<file path="src/rtl/cdec16_pkg.sv">
package cdec16_pkg;

   typedef enum logic [4:0] {
      K_NONE = 5'd0,  K_LW    = 5'd1,  K_SW    = 5'd2,  K_ADDI  = 5'd3,
      K_JAL  = 5'd4,  K_LI    = 5'd5,  K_SPADJ = 5'd6,  K_LUI   = 5'd7,
      K_SRL  = 5'd8,  K_SRA   = 5'd9,  K_ANDI  = 5'd10, K_SUB   = 5'd11,
      K_XOR  = 5'd12, K_OR    = 5'd13, K_AND   = 5'd14, K_J     = 5'd15,
      K_BEQZ = 5'd16, K_BNEZ  = 5'd17, K_SLL   = 5'd18, K_LDSP  = 5'd19,
      K_JR   = 5'd20, K_MV    = 5'd21, K_BRK   = 5'd22, K_JALR  = 5'd23,
      K_ADD  = 5'd24, K_STSP  = 5'd25, K_SPADD = 5'd26
   } kind_e;

   typedef struct packed {
      logic [4:0]  op;
      logic [4:0]  rd;
      logic [4:0]  rs1;
      logic [4:0]  rs2;
      logic [31:0] imm;
      logic        bad;
   } bundle_t;

   localparam int unsigned BUNDLE_W = $bits(bundle_t);

   function automatic logic [4:0] short_reg(input logic [2:0] f);
      return {2'b01, f};
   endfunction

   function automatic logic [31:0] sext6(input logic [15:0] h);
      return {{26{h[12]}}, h[12], h[6:2]};
   endfunction

   function automatic bundle_t squash(input bundle_t b);
      bundle_t z;
      z = '0;
      z.bad = 1'b1;
      return b.bad ? z : b;
   endfunction

endpackage

</file>
<file path="src/rtl/cdec16_q0.sv">
module cdec16_q0
   import cdec16_pkg::*;
(
   input  logic [15:0] h,
   output bundle_t     d
);
   bundle_t raw;

   always_comb begin
      raw = '0;
      unique case (h[15:13])
         3'b000: begin
            raw.op  = K_SPADD;
            raw.rd  = short_reg(h[4:2]);
            raw.rs1 = 5'd2;
            raw.imm = {22'b0, h[10:7], h[12:11], h[5], h[6], 2'b00};
            raw.bad = (h[12:5] == 8'd0);
         end
         3'b010: begin
            raw.op  = K_LW;
            raw.rd  = short_reg(h[4:2]);
            raw.rs1 = short_reg(h[9:7]);
            raw.imm = {25'b0, h[5], h[12:10], h[6], 2'b00};
         end
         3'b110: begin
            raw.op  = K_SW;
            raw.rs1 = short_reg(h[9:7]);
            raw.rs2 = short_reg(h[4:2]);
            raw.imm = {25'b0, h[5], h[12:10], h[6], 2'b00};
         end
         default: raw.bad = 1'b1;
      endcase
      d = squash(raw);
   end
endmodule

</file>
<file path="src/rtl/cdec16_q1.sv">
module cdec16_q1
   import cdec16_pkg::*;
(
   input  logic [15:0] h,
   output bundle_t     d
);
   bundle_t    raw;
   logic [4:0] cr1;
   logic       imm_zero;

   assign cr1      = short_reg(h[9:7]);
   assign imm_zero = ({h[12], h[6:2]} == 6'd0);

   always_comb begin
      raw = '0;
      unique case (h[15:13])
         3'b000, 3'b010: begin
            raw.op  = (h[14]) ? K_LI : K_ADDI;
            raw.rd  = h[11:7];
            raw.rs1 = (h[14]) ? 5'd0 : h[11:7];
            raw.imm = sext6(h);
         end
         3'b001, 3'b101: begin
            raw.op  = (h[15]) ? K_J : K_JAL;
            raw.rd  = (h[15]) ? 5'd0 : 5'd1;
            raw.imm = {{20{h[12]}}, h[12], h[8], h[10:9], h[6], h[7], h[2],
                       h[11], h[5:3], 1'b0};
         end
         3'b011: begin
            raw.bad = imm_zero;
            if (h[11:7] == 5'd2) begin
               raw.op  = K_SPADJ;
               raw.rd  = 5'd2;
               raw.rs1 = 5'd2;
               raw.imm = {{22{h[12]}}, h[12], h[4:3], h[5], h[2], h[6], 4'b0};
            end else begin
               raw.op  = K_LUI;
               raw.rd  = h[11:7];
               raw.imm = {{14{h[12]}}, h[12], h[6:2], 12'b0};
            end
         end
         3'b100: begin
            raw.rd  = cr1;
            raw.rs1 = cr1;
            unique case (h[11:10])
               2'b00, 2'b01: begin
                  raw.op  = (h[10]) ? K_SRA : K_SRL;
                  raw.imm = {26'b0, h[12], h[6:2]};
                  raw.bad = h[12];
               end
               2'b10: begin
                  raw.op  = K_ANDI;
                  raw.imm = sext6(h);
               end
               default: begin
                  raw.rs2 = short_reg(h[4:2]);
                  raw.bad = h[12];
                  unique case (h[6:5])
                     2'b00:   raw.op = K_SUB;
                     2'b01:   raw.op = K_XOR;
                     2'b10:   raw.op = K_OR;
                     default: raw.op = K_AND;
                  endcase
               end
            endcase
         end
         default: begin
            raw.op  = (h[13]) ? K_BNEZ : K_BEQZ;
            raw.rs1 = cr1;
            raw.imm = {{23{h[12]}}, h[12], h[6:5], h[2], h[11:10], h[4:3], 1'b0};
         end
      endcase
      d = squash(raw);
   end
endmodule

</file>
<file path="src/rtl/cdec16_q2.sv">
module cdec16_q2
   import cdec16_pkg::*;
(
   input  logic [15:0] h,
   output bundle_t     d
);
   bundle_t    raw;
   logic [4:0] fa;
   logic [4:0] fb;

   assign fa = h[11:7];
   assign fb = h[6:2];

   always_comb begin
      raw = '0;
      unique case (h[15:13])
         3'b000: begin
            raw.op  = K_SLL;
            raw.rd  = fa;
            raw.rs1 = fa;
            raw.imm = {26'b0, h[12], fb};
            raw.bad = h[12];
         end
         3'b010: begin
            raw.op  = K_LDSP;
            raw.rd  = fa;
            raw.rs1 = 5'd2;
            raw.imm = {24'b0, h[3:2], h[12], h[6:4], 2'b00};
            raw.bad = (fa == 5'd0);
         end
         3'b100: begin
            if (!h[12]) begin
               if (fb == 5'd0) begin
                  raw.op  = K_JR;
                  raw.rs1 = fa;
                  raw.bad = (fa == 5'd0);
               end else begin
                  raw.op  = K_MV;
                  raw.rd  = fa;
                  raw.rs2 = fb;
               end
            end else if (fb == 5'd0) begin
               if (fa == 5'd0) begin
                  raw.op = K_BRK;
               end else begin
                  raw.op  = K_JALR;
                  raw.rd  = 5'd1;
                  raw.rs1 = fa;
               end
            end else begin
               raw.op  = K_ADD;
               raw.rd  = fa;
               raw.rs1 = fa;
               raw.rs2 = fb;
            end
         end
         3'b110: begin
            raw.op  = K_STSP;
            raw.rs1 = 5'd2;
            raw.rs2 = fb;
            raw.imm = {24'b0, h[8:7], h[12:9], 2'b00};
         end
         default: raw.bad = 1'b1;
      endcase
      d = squash(raw);
   end
endmodule

</file>
<file path="src/rtl/cdec16_top.sv">
module cdec16_top
   import cdec16_pkg::*;
#(
   parameter int unsigned IMM_W   = 32,
   parameter bit          REG_OUT = 1'b1
) (
   input  logic             clk,
   input  logic             rst_n,
   input  logic             in_valid,
   input  logic [15:0]      half_i,
   output logic             out_valid,
   output logic [15:0]      half_o,
   output logic [4:0]       op_o,
   output logic [4:0]       rd_o,
   output logic [4:0]       rs1_o,
   output logic [4:0]       rs2_o,
   output logic [IMM_W-1:0] imm_o,
   output logic             bad_o,
   output logic             nocmp_o
);
   localparam int unsigned SRC_W = 32;

   if (IMM_W < 18) begin : g_width_check
      $error("cdec16_top: IMM_W must be at least 18");
   end

   bundle_t          b0, b1, b2, sel;
   logic             nc;
   logic [IMM_W-1:0] imm_ext;

   cdec16_q0 u_q0 (.h(half_i), .d(b0));
   cdec16_q1 u_q1 (.h(half_i), .d(b1));
   cdec16_q2 u_q2 (.h(half_i), .d(b2));

   always_comb begin
      nc = 1'b0;
      unique case (half_i[1:0])
         2'b00:   sel = b0;
         2'b01:   sel = b1;
         2'b10:   sel = b2;
         default: begin
            sel = '0;
            nc  = 1'b1;
         end
      endcase
   end

   always_comb begin
      for (int i = 0; i < int'(IMM_W); i++) begin
         imm_ext[i] = (i < int'(SRC_W)) ? sel.imm[i] : sel.imm[SRC_W-1];
      end
   end

   if (REG_OUT) begin : g_reg
      logic             v_q, bad_q, nc_q;
      logic [15:0]      h_q;
      logic [4:0]       op_q, rd_q, rs1_q, rs2_q;
      logic [IMM_W-1:0] imm_q;

      always_ff @(posedge clk or negedge rst_n) begin
         if (!rst_n) begin
            v_q   <= 1'b0;
            h_q   <= '0;
            op_q  <= '0;
            rd_q  <= '0;
            rs1_q <= '0;
            rs2_q <= '0;
            imm_q <= '0;
            bad_q <= 1'b0;
            nc_q  <= 1'b0;
         end else begin
            v_q <= in_valid;
            if (in_valid) begin
               h_q   <= half_i;
               op_q  <= sel.op;
               rd_q  <= sel.rd;
               rs1_q <= sel.rs1;
               rs2_q <= sel.rs2;
               imm_q <= imm_ext;
               bad_q <= sel.bad;
               nc_q  <= nc;
            end
         end
      end

      assign out_valid = v_q;
      assign half_o    = h_q;
      assign op_o      = op_q;
      assign rd_o      = rd_q;
      assign rs1_o     = rs1_q;
      assign rs2_o     = rs2_q;
      assign imm_o     = imm_q;
      assign bad_o     = bad_q;
      assign nocmp_o   = nc_q;


      load_fresh_chk: assert property (@(posedge clk) disable iff (!rst_n)
         in_valid |=> out_valid);

      idle_hold_chk: assert property (@(posedge clk) disable iff (!rst_n)
         !in_valid |=> (!out_valid && $stable(op_q) && $stable(imm_q) && $stable(h_q)));

      bad_zero_chk: assert property (@(posedge clk) disable iff (!rst_n)
         bad_q |-> (op_q == 5'd0 && imm_q == '0 && rd_q == 5'd0 && rs1_q == 5'd0));

      nocmp_excl_chk: assert property (@(posedge clk) disable iff (!rst_n)
         nc_q |-> (!bad_q && op_q == 5'd0 && h_q[1:0] == 2'b11));

      short_reg_chk: assert property (@(posedge clk) disable iff (!rst_n)
         (op_q == K_LW || op_q == K_SW) |-> (rs1_q[4:3] == 2'b01));

      link_reg_chk: assert property (@(posedge clk) disable iff (!rst_n)
         (op_q == K_JAL || op_q == K_JALR) |-> (rd_q == 5'd1));
   end else begin : g_comb
      assign out_valid = in_valid;
      assign half_o    = half_i;
      assign op_o      = sel.op;
      assign rd_o      = sel.rd;
      assign rs1_o     = sel.rs1;
      assign rs2_o     = sel.rs2;
      assign imm_o     = imm_ext;
      assign bad_o     = sel.bad;
      assign nocmp_o   = nc;
   end

endmodule

</file>
<file path="config.mk">
export PLATFORM = sky130hd
export DESIGN_NAME = cdec16_top
export DESIGN_NICKNAME = d
export VERILOG_FILES = /design/src/rtl/cdec16_pkg.sv /design/src/rtl/cdec16_q0.sv /design/src/rtl/cdec16_q1.sv /design/src/rtl/cdec16_q2.sv /design/src/rtl/cdec16_top.sv
export SDC_FILE = /design/constraint.sdc
export NUM_CORES = 1
export LEC_CHECK = 0
export BUFFER_PORTS_ARGS = -buffer_cell sky130_fd_sc_hd__buf_2
export CORE_ASPECT_RATIO = 0.5
export CORE_MARGIN = 8
export CORE_UTILIZATION = 50
export CTS_CLUSTER_DIAMETER = 50
export DETAILED_ROUTE_END_ITERATION = 10
export PLACE_DENSITY = 0.74
export SLEW_MARGIN = 5
export SYNTH_ARGS = -nofsm -noshare
export SYNTH_HDL_FRONTEND = slang
export SYNTH_HIERARCHICAL = 1
export SYNTH_SLANG_ARGS = --single-unit
</file>
<file path="constraint.sdc">
create_clock -name clk -period 0.8 [get_ports clk]
set_input_delay 0.16 -clock clk [delete_from_list [all_inputs] [get_ports clk]]
set_output_delay 0.16 -clock clk [all_outputs]
set_load 0.01 [all_outputs]
</file>
# Word level (Yosys, flattened, before mapping)
# Index checks and enable logic that the tools add are counted.
[op_classes]
n_eq_ne = 13
mux = 47
n_reduce_logical = 14
[op_table]
columns = ["op", "n"]
rows = [
  ["$mux 53", 3],
  ["$pmux 53 s3", 1],
  ["$pmux 32 s4", 1],
  ["$pmux 32 s2", 1],
  ["$pmux 5 s4", 3],
  ["$pmux 5 s3", 3],
  ["$pmux 5 s2", 3],
  ["$mux 5", 5],
  ["$pmux 8 s3", 1],
  ["$mux 20", 1],
  ["$pmux 10 s2", 1],
  ["$mux 17", 1],
  ["$mux 4", 4],
  ["$mux 15", 1],
  ["$mux 6", 2],
  ["$logic_not 5->1", 2],
  ["$eq 3x3->1 const B", 3],
  ["$mux 1", 9],
  ["$pmux 3 s3", 1],
  ["$logic_not 8->1", 1],
  ["$pmux 4 s2", 1],
  ["$reduce_or 2->1", 4],
  ["$eq 2x1->1 const B", 3],
  ["$eq 2x2->1 const B", 3],
  ["other kinds (11)", 16],
]
[word_totals]
register_bits = 71
output_inout_bits = 71

# Longest topological paths before layout
[depth]
ltp_word = 7
ltp_mapped = 9
ltp_nobuf = 8

# Modules after synthesis
# The synthesis kept the hierarchy.
[by_module_without_submodules]
columns = ["module", "instances", "cells_per_inst", "area_each_um2", "seq_area_each_um2"]
rows = [
  ["cdec16_top", 1, 341, 4235.3, 1776.7],
  ["cdec16_q1", 1, 130, 813.3, 0.0],
  ["cdec16_q2", 1, 104, 679.4, 0.0],
  ["cdec16_q0", 1, 63, 467.9, 0.0],
]

# Worst setup path after synthesis
# Ideal clock, no wire load.
[synth_path]
path_type = "input to register"
from = "input half_i[15]"
to = "register g_reg.imm_q[12], in the netlist imm_o[12]"
setup_ns = 0.130
t_arrival_ns = 1.695
required_time_ns = 0.670
setup_slack_ns = -1.025
cell_stages = 7
path_buffers = 1
cell_sequence = "buf_2 > or3b_2 > o21a_1 > o21a_1 > a41o_1 > nand4b_1 > o221ai_2"
[synth_rtl]
columns = ["element", "line_no", "rtl"]
rows = [
  ["start, declared", "cdec16_top.sv:10", "input logic [15:0] half_i,"],
  ["end signal, assigned", "cdec16_top.sv:79", "imm_q <= imm_ext;"],
  ["end, declared", "cdec16_top.sv:58", "logic [IMM_W-1:0] imm_q;"],
]

==> flow_summary.json <==
{
  "cp_top_family": "simple AND/OR/NAND/NOR gates",
  "syn2layout_area_growth_pct": 44.8,
  "vias_per_cell": 5.79,
  "grt_max_degree": 30,
  "p_leak_nw": 4.20,
  "netlist_instances": 638,
  "utilization": 0.751,
  "gp_congestion": 0.966,
  "synth-async-reset-ratio": 1.00,
  "die_area_um2": 16400,
  "setup_viol": 129,
  "dr.pass1.iters": 5,
  "clkSlewWorstSetupHoldPaths_ns": 0.06,
  "grt_pass1_wl_mm": 31.9,
  "nets": 888,
  "hold_class": "in2async",
  "synth_top_area_frac": 0.287,
  "pre_cts_ws_ns": -1.13,
  "power_density_nw_per_um2": 1410,
  "die_w_um": 173,
  "hold_viol_final": 0,
  "grt_use_met1": 0.325,
  "clockBufferDepth": 2,
  "ant_nets": 0,
  "cp-startpoint": "half_i[7]",
  "core-area_um2": 11900,
  "fin_worst_hold_slack_ns": 0.213,
  "end_kind": "register",
  "grt_pass1_vias": 5785,
  "peakVddDrop_uv": 993,
  "drtIter0Drc": 568,
  "crit_top_cell": "or4b_4",
  "io_pins": 90,
  "outcome": "finished, violations left",
  "clkLatencyLatePin_ns": 0.34,
  "maxSlewViolCount": 0,
  "synth_seq_cells": 71,
  "numClockSinks": 71,
  "place_hpwl_mm": 14.6,
  "power.total_mw": 12.7,
  "critPathLaunchType": "input pin",
  "violations": "setup timing",
  "grt_util_met2": 0.399,
  "drc": 0,
  "fin_crit_ns": 1.53,
  "timing.fmax_ghz": 0.653,
  "max_cap_violations": 0,
  "fp.dieH_um": 94.7,
  "endpoint": "imm_o[6]$_DFFE_PN0P_",
  "initial_core_util": 0.519,
  "vias": 5988,
  "arrival_ns": 1.79,
  "grt-ovfl-total": 0,
  "yosys.area_share.xor_xnor": 0,
  "cp.required_ns": 1.06,
  "cts_made_buffers": 9,
  "synthSimpleGateAreaFrac": 0.204,
  "reg2reg_depth": 4,
  "period_share": 1.91,
  "critPathBufInv": 1,
  "synthDistinctLibCells": 59,
  "drt_wl_total_mm": 21.2,
  "grt_busiest_layer": "met2",
  "clock-root-buffer": "clkbuf_16",
  "yosysWarnings": 6,
  "num-fill-cells": 831,
  "critical_path.cell_chain": "buf_8 > or4b_4 > or4b_4 > a21oi_2 > a211o_1 > nand4b_1 > o221ai_2",
  "timing.rr.end": "rs2_o[0]$_DFFE_PN0P_",
  "num_rows": 28,
  "ys_seq_area_frac": 0.287,
  "yosysTopAreaCell": "dfrtp_1",
  "grtUsageMet3": 0.0546,
  "synth_top_family_by_area": "simple AND/OR/NAND/NOR gates",
  "drive_gt1_frac": 0.520,
  "portBuffers": 89,
  "worst_slack_ns": -0.731,
  "r2r_start": "rs2_o[0]$_DFFE_PN0P_",
  "htreeDepth": 3,
  "r2r_slack_ns": -0.16,
  "synth-edff-count": 0,
  "synth_area_per_cell_um2": 9.71,
  "num_antenna_cells": 0,
  "synth_fa_ha_area_frac": 0.00808,
  "synth_area_leaders": "dfrtp_1, o221ai_2, buf_4",
  "grt_usage": 0.243,
  "setup-tns-final_ns": -42.86,
  "multi_input_area_um2": 3930,
  "ys.flop_type": "dfrtp_1",
  "routedWlPerCell_um": 20.4,
  "worst-path-max-fanout": 4,
  "synthMuxAreaShare": 0.118,
  "rsz0062_at_grt": "true",
  "slowest_delay_ns": 0.58,
  "path_depth": 7,
  "syn-cell-area_um2": 6200,
  "crit_type": "in2reg",
  "grt_antenna_before_repair": 0,
  "synth_compound_area_frac": 0.201,
  "cts_tree": "built",
  "regArea_um2": 1780,
  "final.setup_skew_ns": 0,
  "critical-path-slowest-cell": "or4b_4"
}
[stage by stage]
stage	cell area, µm²	instances
global route	8970	1035
CTS	8410	1000
global placement	7430	951
detailed placement	7430	951
finish	8970	1035
floorplan	6600	688
[worst min path at each step]
stage | slack, ns | cells after the start | from | end
2_1_floorplan | -0.14 | 0 | rst_n | bad_o$_DFFE_PN0P_
3_3_place_gp | 0.03 | 1 | rst_n | half_o[9]$_DFFE_PN0P_
3_5_place_dp | 0.03 | 1 | rst_n | half_o[9]$_DFFE_PN0P_
4_1_cts | 0.16 | 3 | half_i[6] | half_o[6]$_DFFE_PN0P_
5_1_grt | 0.21 | 2 | rst_n | rs1_o[2]$_DFFE_PN0P_
6_report | 0.21 | 2 | rst_n | rs1_o[2]$_DFFE_PN0P_
[cells in the final DEF (no fill, tap or decap), types with 4 or more instances in the layout]
master,n
a21oi_2,6
conb_1,53
nor3_1,6
buf_2,59
clkbuf_16,10
nand2b_1,4
nor2_1,16
and3_1,8
and3_4,5
nor3b_2,5
nor3_2,4
buf_6,49
and2_1,11
a41o_1,5
nand2_1,20
buf_12,16
mux2_2,9
inv_1,63
buf_4,150
mux2_4,7
nand4b_1,54
nand3_1,5
a21oi_1,13
o221ai_2,50
dfrtp_1,71
nor3b_1,4
mux2i_1,50
o21ai_0,5
buf_8,10
[cell type report]
type                    instances  area share
well taps                     165      0.0230
repair buffers                287       0.277
clock buffers                  10      0.0266
inverters                      68      0.0294
flip-flops and latches         71       0.198
clock inverters                 6     0.00753
multi-input cells             428       0.438
[timing repair]
| item | 4_1_cts | 5_1_grt |
|---|---|---|
| cloned | 1 | 1 |
| endpoints found under the hold margin | 71 | 0 |
| resized for setup | 103 | 66 |
| endpoints found under the setup margin | 124 | 127 |
| hold buffers | 1 | 0 |
| pin swaps | 45 | 24 |
| buffers inserted | 31 | 40 |
[layer usage]
layer	up-vias	wire length, µm
met2	292	9790
met4	0	365
met3	39	1770
met5	-	0
li1	2687	-
met1	2970	9230
[kinds of logic after synthesis]
family          Yosys count
simple gates            183
other cells               3
mux                      71
compound gates          117
fa+ha+maj                 4
flops                    71
buf+inv                 189
[sequential cells by signal, indices dropped and copies added (netlist names)]
signal     cells
bad_o          1
rs1_o          5
imm_o         32
out_valid      1
rs2_o          5
nocmp_o        1
half_o        16
op_o           5
rd_o           5
[report_power, final]
part           leakage [nW]  switching [mW]  internal [mW]
Clock                 0.145            1.75           2.51
Combinational          3.16            2.12           2.12
Sequential            0.903           0.208           3.94
[cell usage after synthesis (13+ instances only)]
cell      count
buf_4        78
dfrtp_1      71
inv_1        68
mux2i_1      55
nand4b_1     54
o221ai_2     50
nand2_1      23
a21oi_1      20
nor2_1       20
clkbuf_1     17
mux2_2       16
and3_1       13
buf_6        13
No activity file was read; power rests on OpenSTA's default activity.
